### src/rtl/fdc_reg_pkg.sv
package fdc_reg_pkg;
  localparam int DATA_W       = 8;
  localparam int MODE_W       = 5;
  localparam int CMD_W        = 4;
  localparam int NO_DELAY_BIT = 2;

  typedef struct packed {
    logic modeWr;
    logic dataWr;
    logic clrUnderrun;
  } ctrlStrobes_t;

  typedef enum logic [1:0] {
    DRV_OFF   = 2'd0,
    DRV_ON    = 2'd1,
    DRV_COAST = 2'd2
  } drvState_e;
endpackage

### src/rtl/fdc_reg_ctrl.sv
module fdc_reg_ctrl
  import fdc_reg_pkg::*;
#(
  parameter int DELAY_CYCLES = 50_000_000
) (
  input  logic         clk,
  input  logic         rst_n,
  input  logic         selA,
  input  logic         selB,
  input  logic         wrStrobe,
  input  logic         motorReq,
  input  logic         modeNoDelay,
  output ctrlStrobes_t strobes,
  output logic         driveEn
);
  localparam int CNT_W = (DELAY_CYCLES > 1) ? $clog2(DELAY_CYCLES) : 1;
  localparam logic [CNT_W-1:0] CNT_LOAD = CNT_W'(DELAY_CYCLES - 1);

  drvState_e state, stateNext;
  logic [CNT_W-1:0] coastCnt, coastCntNext;
  logic wrSel;

  assign wrSel   = wrStrobe && selA && selB;
  assign driveEn = (state != DRV_OFF);

  always_comb begin
    strobes.modeWr      = wrSel && !driveEn;
    strobes.dataWr      = wrSel && driveEn;
    strobes.clrUnderrun = strobes.modeWr || (state == DRV_OFF && motorReq);
  end

  always_comb begin
    stateNext    = state;
    coastCntNext = coastCnt;
    unique case (state)
      DRV_OFF:   if (motorReq) stateNext = DRV_ON;
      DRV_ON: begin
        if (!motorReq) begin
          if (modeNoDelay) begin
            stateNext = DRV_OFF;
          end else begin
            stateNext    = DRV_COAST;
            coastCntNext = CNT_LOAD;
          end
        end
      end
      DRV_COAST: begin
        if (motorReq)            stateNext = DRV_ON;
        else if (coastCnt == '0) stateNext = DRV_OFF;
        else                     coastCntNext = coastCnt - 1'b1;
      end
      default:   stateNext = DRV_OFF;
    endcase
  end

  always_ff @(posedge clk) begin
    if (!rst_n) begin
      state    <= DRV_OFF;
      coastCnt <= '0;
    end else begin
      state    <= stateNext;
      coastCnt <= coastCntNext;
    end
  end

  // one write goes to exactly one destination
  a_r5_one_target: assert property (@(posedge clk) disable iff (!rst_n)
    !(strobes.modeWr && strobes.dataWr));

  // the drive turns on after a request while off
  a_r7_turn_on: assert property (@(posedge clk) disable iff (!rst_n)
    (!driveEn && motorReq) |=> driveEn);

  // turn-off is immediate when the no-delay bit is set
  a_r9_immediate_off: assert property (@(posedge clk) disable iff (!rst_n)
    (state == DRV_ON && !motorReq && modeNoDelay) |=> !driveEn);

  // the enable holds while the count runs and drops when it expires
  a_r8_hold_while_counting: assert property (@(posedge clk) disable iff (!rst_n)
    (state == DRV_COAST && !motorReq && coastCnt != '0) |=> driveEn);
  a_r8_drop_at_expiry: assert property (@(posedge clk) disable iff (!rst_n)
    (state == DRV_COAST && !motorReq && coastCnt == '0) |=> !driveEn);

  // a request during the delay cancels the turn-off
  a_r10_cancel: assert property (@(posedge clk) disable iff (!rst_n)
    (state == DRV_COAST && motorReq) |=> (driveEn && state == DRV_ON));
endmodule

### src/rtl/fdc_reg_dp.sv
module fdc_reg_dp
  import fdc_reg_pkg::*;
(
  input  logic              clk,
  input  logic              rst_n,
  input  ctrlStrobes_t      strobes,
  input  logic              selA,
  input  logic              selB,
  input  logic              driveEn,
  input  logic [DATA_W-1:0] wrData,
  input  logic [DATA_W-1:0] dataRegIn,
  input  logic              dataReady,
  input  logic              underrunIn,
  input  logic              senseIn,
  input  logic [CMD_W-1:0]  driveCmdIn,
  output logic [DATA_W-1:0] rdData,
  output logic [MODE_W-1:0] modeOut,
  output logic [DATA_W-1:0] dataRegOut,
  output logic              dataWrStb,
  output logic [CMD_W-1:0]  driveCmdOut
);
  localparam int RSV_W = DATA_W - MODE_W - 2;
  localparam int HS_PAD = DATA_W - 2;

  logic [MODE_W-1:0] modeReg;
  logic              underrunFlag;
  logic [DATA_W-1:0] statusByte, handshakeByte;

  always_ff @(posedge clk) begin
    if (!rst_n) begin
      modeReg      <= '0;
      underrunFlag <= 1'b0;
      dataRegOut   <= '0;
      dataWrStb    <= 1'b0;
      driveCmdOut  <= '0;
    end else begin
      if (strobes.modeWr) modeReg <= wrData[MODE_W-1:0];
      if (underrunIn)                underrunFlag <= 1'b1;
      else if (strobes.clrUnderrun)  underrunFlag <= 1'b0;
      dataWrStb <= strobes.dataWr;
      if (strobes.dataWr) dataRegOut <= wrData;
      driveCmdOut <= driveCmdIn;
    end
  end

  assign modeOut       = modeReg;
  assign statusByte    = {senseIn, {RSV_W{1'b0}}, driveEn, modeReg};
  assign handshakeByte = {dataReady, !underrunFlag, {HS_PAD{1'b0}}};

  always_comb begin
    unique case ({selA, selB})
      2'b00:   rdData = dataRegIn;
      2'b01:   rdData = handshakeByte;
      2'b10:   rdData = statusByte;
      default: rdData = '0;
    endcase
  end

  // an underrun event always leaves the flag set
  a_r11_underrun_sets: assert property (@(posedge clk) disable iff (!rst_n)
    underrunIn |=> underrunFlag);
  // the flag holds until a clear strobe
  a_r11_sticky: assert property (@(posedge clk) disable iff (!rst_n)
    (underrunFlag && !strobes.clrUnderrun) |=> underrunFlag);

  // the command lines are delayed by one register
  a_r12_cmd_delay: assert property (@(posedge clk) disable iff (!rst_n)
    1'b1 |=> (driveCmdOut == $past(driveCmdIn)));
endmodule

### src/rtl/fdc_reg_front.sv
module fdc_reg_front
  import fdc_reg_pkg::*;
#(
  parameter int DELAY_CYCLES = 50_000_000
) (
  input  logic              clk,
  input  logic              rst_n,
  input  logic              selA,
  input  logic              selB,
  input  logic              wrStrobe,
  input  logic [DATA_W-1:0] wrData,
  output logic [DATA_W-1:0] rdData,
  input  logic [DATA_W-1:0] dataRegIn,
  output logic [DATA_W-1:0] dataRegOut,
  output logic              dataWrStb,
  input  logic              dataReady,
  input  logic              underrunIn,
  input  logic              motorReq,
  output logic              driveEn,
  output logic [MODE_W-1:0] modeOut,
  input  logic              senseIn,
  input  logic [CMD_W-1:0]  driveCmdIn,
  output logic [CMD_W-1:0]  driveCmdOut
);
  ctrlStrobes_t strobes;

  fdc_reg_ctrl #(.DELAY_CYCLES(DELAY_CYCLES)) u_ctrl (
    .clk         (clk),
    .rst_n       (rst_n),
    .selA        (selA),
    .selB        (selB),
    .wrStrobe    (wrStrobe),
    .motorReq    (motorReq),
    .modeNoDelay (modeOut[NO_DELAY_BIT]),
    .strobes     (strobes),
    .driveEn     (driveEn)
  );

  fdc_reg_dp u_dp (
    .clk         (clk),
    .rst_n       (rst_n),
    .strobes     (strobes),
    .selA        (selA),
    .selB        (selB),
    .driveEn     (driveEn),
    .wrData      (wrData),
    .dataRegIn   (dataRegIn),
    .dataReady   (dataReady),
    .underrunIn  (underrunIn),
    .senseIn     (senseIn),
    .driveCmdIn  (driveCmdIn),
    .rdData      (rdData),
    .modeOut     (modeOut),
    .dataRegOut  (dataRegOut),
    .dataWrStb   (dataWrStb),
    .driveCmdOut (driveCmdOut)
  );

  // the mode register changes only after a write while the drive is off
  a_r2_mode_write_gate: assert property (@(posedge clk) disable iff (!rst_n)
    !$stable(modeOut) |-> $past(wrStrobe && selA && selB && !driveEn));

  // a write while the drive is on feeds the data path, not the mode
  a_r5_data_write: assert property (@(posedge clk) disable iff (!rst_n)
    (wrStrobe && selA && selB && driveEn) |=>
      (dataWrStb && dataRegOut == $past(wrData) && $stable(modeOut)));

  // no data strobe without a full write select
  a_r6_no_stray_strobe: assert property (@(posedge clk) disable iff (!rst_n)
    !(wrStrobe && selA && selB) |=> !dataWrStb);
endmodule

### config.mk
export PLATFORM = sky130hd
export DESIGN_NAME = fdc_reg_front
export DESIGN_NICKNAME = d
export VERILOG_FILES = /design/src/rtl/fdc_reg_pkg.sv /design/src/rtl/fdc_reg_ctrl.sv /design/src/rtl/fdc_reg_dp.sv /design/src/rtl/fdc_reg_front.sv
export SDC_FILE = /design/constraint.sdc
export NUM_CORES = 1
export LEC_CHECK = 0
export BUFFER_PORTS_ARGS = -buffer_cell sky130_fd_sc_hd__buf_4
export CELL_PAD_IN_SITES_DETAIL_PLACEMENT = 0
export CELL_PAD_IN_SITES_GLOBAL_PLACEMENT = 1
export CORE_ASPECT_RATIO = 0.75
export CORE_MARGIN = 5
export CORE_UTILIZATION = 43
export DETAILED_ROUTE_END_ITERATION = 16
export PLACE_DENSITY_LB_ADDON = 0.1
export SYNTH_ARGS = -nofsm -noshare
export SYNTH_HDL_FRONTEND = slang
export SYNTH_SLANG_ARGS = --single-unit
### constraint.sdc
create_clock -name clk -period 3.68 [get_ports clk]
set_input_delay 0.184 -clock clk [delete_from_list [all_inputs] [get_ports clk]]
set_output_delay 0.184 -clock clk [all_outputs]
set_load 0.05 [all_outputs]
==> results.py <==
metrics = {
    "status": {
        "status": "complete, no violations",
    },
    "place": {
        "port_buffers": 55,
        "routabilityCongestion": 0.789,
        "placed_cell_area_um2": 2810,
        "place_hpwl_mm": 4.14,
        "dp.cells": 386,
    },
    "clock_tree": {
        "cts_sinks": 47,
        "cts_tree": "yes",
        "hold_buffers": 0,
        "clockBufferDepth": 2,
        "cts_buffers": 5,
        "clk_latency_ns": 0.30,
        "htreeDepth": 2,
        "path_clk_slew_ns": 0.09,
        "cts_resized": 0,
        "cts_setup_buffers": 0,
        "cts-root-buf": "clkbuf_8",
    },
    "finish": {
        "stdcell_area_um2": 2910,
        "drive_gt1_frac": 0.248,
        "fillers": 535,
        "syn2layout_area_growth_pct": 22.9,
        "multiInputGateArea_um2": 1330,
        "instances_no_fill": 394,
        "seq_area_um2": 941,
        "layout.nets": 348,
        "n_antenna_cell": 0,
    },
    "synthesis": {
        "synth_edf_count": 0,
        "syn-cell-area_um2": 2360,
        "yosys_register_bits": 47,
        "synthCells": 267,
        "synth_nets": 297,
        "ys_seq_area_frac": 0.398,
        "ys.flop_type": "dfxtp_1",
        "yosys.cell_types.count": 54,
        "synthArstFlopShare": 0,
        "postSynthAreaPerCell_um2": 8.86,
        "ys_warn_count": 0,
    },
    "timing": {
        "fmax_mhz": 443,
        "relSlewSlack": 0.590,
        "finalSetupViolCount": 0,
        "tightestPinTransition_ns": 0.613,
        "rsz0062_at_grt": "no",
        "hold_viol": 0,
        "slew_viol_final": 0,
        "min_period_ns": 2.26,
        "fin_crit_sh": 0.613,
        "holdWs_ns": 0.0942,
        "fin_skew_ns": 0.0108,
        "setup_tns_ns": 0,
    },
    "global_route": {
        "antenna_found_initial": 0,
        "grt_max_degree": 32,
        "grt_pass1_vias": 1903,
        "track_usage": 0.170,
        "grt_pass1_wl_mm": 9.43,
        "grt-ovfl-total": 0,
    },
    "detailed_routing": {
        "totalWireLength_mm": 5.68,
        "drtIter0Drc": 90,
        "dr.pass1.iters": 4,
        "num_vias": 2134,
        "wl_per_cell_um": 14.4,
        "ant_nets": 0,
        "drc": 0,
        "viasPerCell": 5.42,
    },
    "job": {
        "max_cap_viol_count": 0,
    },
    "power_and_ir_drop": {
        "finalPower_w": 0.00120,
        "power.density_nw_per_um2": 414,
        "ir_drop_mv": 0.219,
        "leakagePower_nw": 1.19,
    },
    "critical_path": {
        "worst_ep_required_time_ns": 3.86,
        "worstPathArrival_ns": 2.44,
        "end_kind": "register",
        "cp_max_fo": 17,
        "critPathLaunchType": "register",
        "crit_type": "register to register",
    },
    "floorplan": {
        "start_util": 0.442,
        "boundaryPins": 56,
        "core_area_um2": 5350,
        "die-width_um": 95.6,
        "die_area_um2": 7100,
        "die_y_um": 74.2,
        "num_rows": 23,
    },
    "worst_hold_path": {
        "hold_class": "input pin to register",
    },
}
==> path summary, 6_finish.rpt <==
check | slack [ns] | end | depth (start not counted) | start
setup / recovery | 1.42 | u_ctrl.coastCnt[19] | 6 | u_ctrl.coastCnt[8]
hold / removal | 0.09 | u_dp.driveCmdOut[1] | 2 | driveCmdIn[1]
setup reg to reg | 1.42 | u_ctrl.coastCnt[19] | 6 | u_ctrl.coastCnt[8]
hold reg to reg | 0.47 | u_dp.dataRegOut[7] | 2 | u_dp.dataRegOut[7]
==> power by group <==
| part | internal, W | switching (W) | total [W] |
|---|---|---|---|
| clock | 0.000154 | 0.000171 | 0.000326 |
| combinational | 0.000118 | 0.000188 | 0.000305 |
| sequential | 0.000537 | 0.0000332 | 0.000571 |
==> worst max-delay path: stages (launching register included) <==
cell     delay, ns
dfxtp_1       0.38
nor4_4        0.42
nand3_1       0.31
o31ai_4       0.50
buf_4         0.31
or4_1         0.14
a31oi_1       0.07
==> metrics by stage <==
stage                      util  setup slack (ns)
after floorplan               -              1.67
after global placement    0.525              1.43
after detailed placement  0.525              1.45
after CTS                 0.543              1.42
after global routing      0.543              1.20
final                     0.543              1.42
==> cells by family after synthesis <==
group                      share of synthesized area
and+or+nand+nor                                0.307
xor gates and xnor gates                      0.0185
AOI/OAI and AO/OA                              0.200
buffers and inverters                         0.0418
DFF                                            0.398
muxes                                         0.0296
adders and majority gates                    0.00529
==> layout make-up <==
class                      instances  area share
multi-input combinational        201       0.456
inverter                           6     0.00775
sequential                        47       0.324
clock inverter                     1     0.00301
tap                               75      0.0323
timing repair buffer              57       0.147
clock buffer                       7      0.0297
==> sequential cells by signal (all words and copies together) (netlist names) <==
signal	count
u_ctrl.coastCnt	26
u_dp.dataRegOut	8
u_dp.modeOut	5
u_dp.driveCmdOut	4
u_ctrl.state	2
u_dp.dataWrStb	1
u_dp.underrunFlag	1
==> placed cells by master, fill, tap and decap left out, types with 5 or more instances in the layout <==
master / instances
or3_1: 7
clkbuf_8: 6
nor2_1: 20
dfxtp_1: 47
inv_1: 6
o31ai_1: 5
o31a_1: 6
and2_1: 5
a31oi_1: 9
nand2_1: 38
nor3_1: 5
nand3_1: 8
mux2i_1: 7
buf_4: 57
a21oi_1: 8
or4_1: 9
a21boi_0: 15
==> layer usage <==
| layer | global-route usage | up-vias | wire length [µm] |
|---|---|---|---|
| li1 | - | 1083 | - |
| met1 | 0.247 | 989 | 2770 |
| met2 | 0.259 | 57 | 2470 |
| met3 | 0.0334 | 5 | 396 |
| met4 | 0.0473 | 0 | 40 |
| met5 | 0 | - | 0 |
==> cell usage after synthesis, drive strengths merged (5+ instances only) <==
cell / count / area share
dfxtp: 47 / 0.40
nand2: 38 / 0.060
nor2: 20 / 0.032
a21boi: 15 / 0.048
a31oi: 9 / 0.024
clkbuf: 9 / 0.014
nand3: 9 / 0.021
or4: 9 / 0.029
a21oi: 8 / 0.017
o21ai: 8 / 0.023
mux2i: 7 / 0.030
nor4: 7 / 0.034
or3: 7 / 0.019
inv: 6 / 0.0095
nor3: 6 / 0.015
o31a: 6 / 0.022
o31ai: 6 / 0.025
and2: 5 / 0.013
No activity file was read; power rests on OpenSTA's default activity.
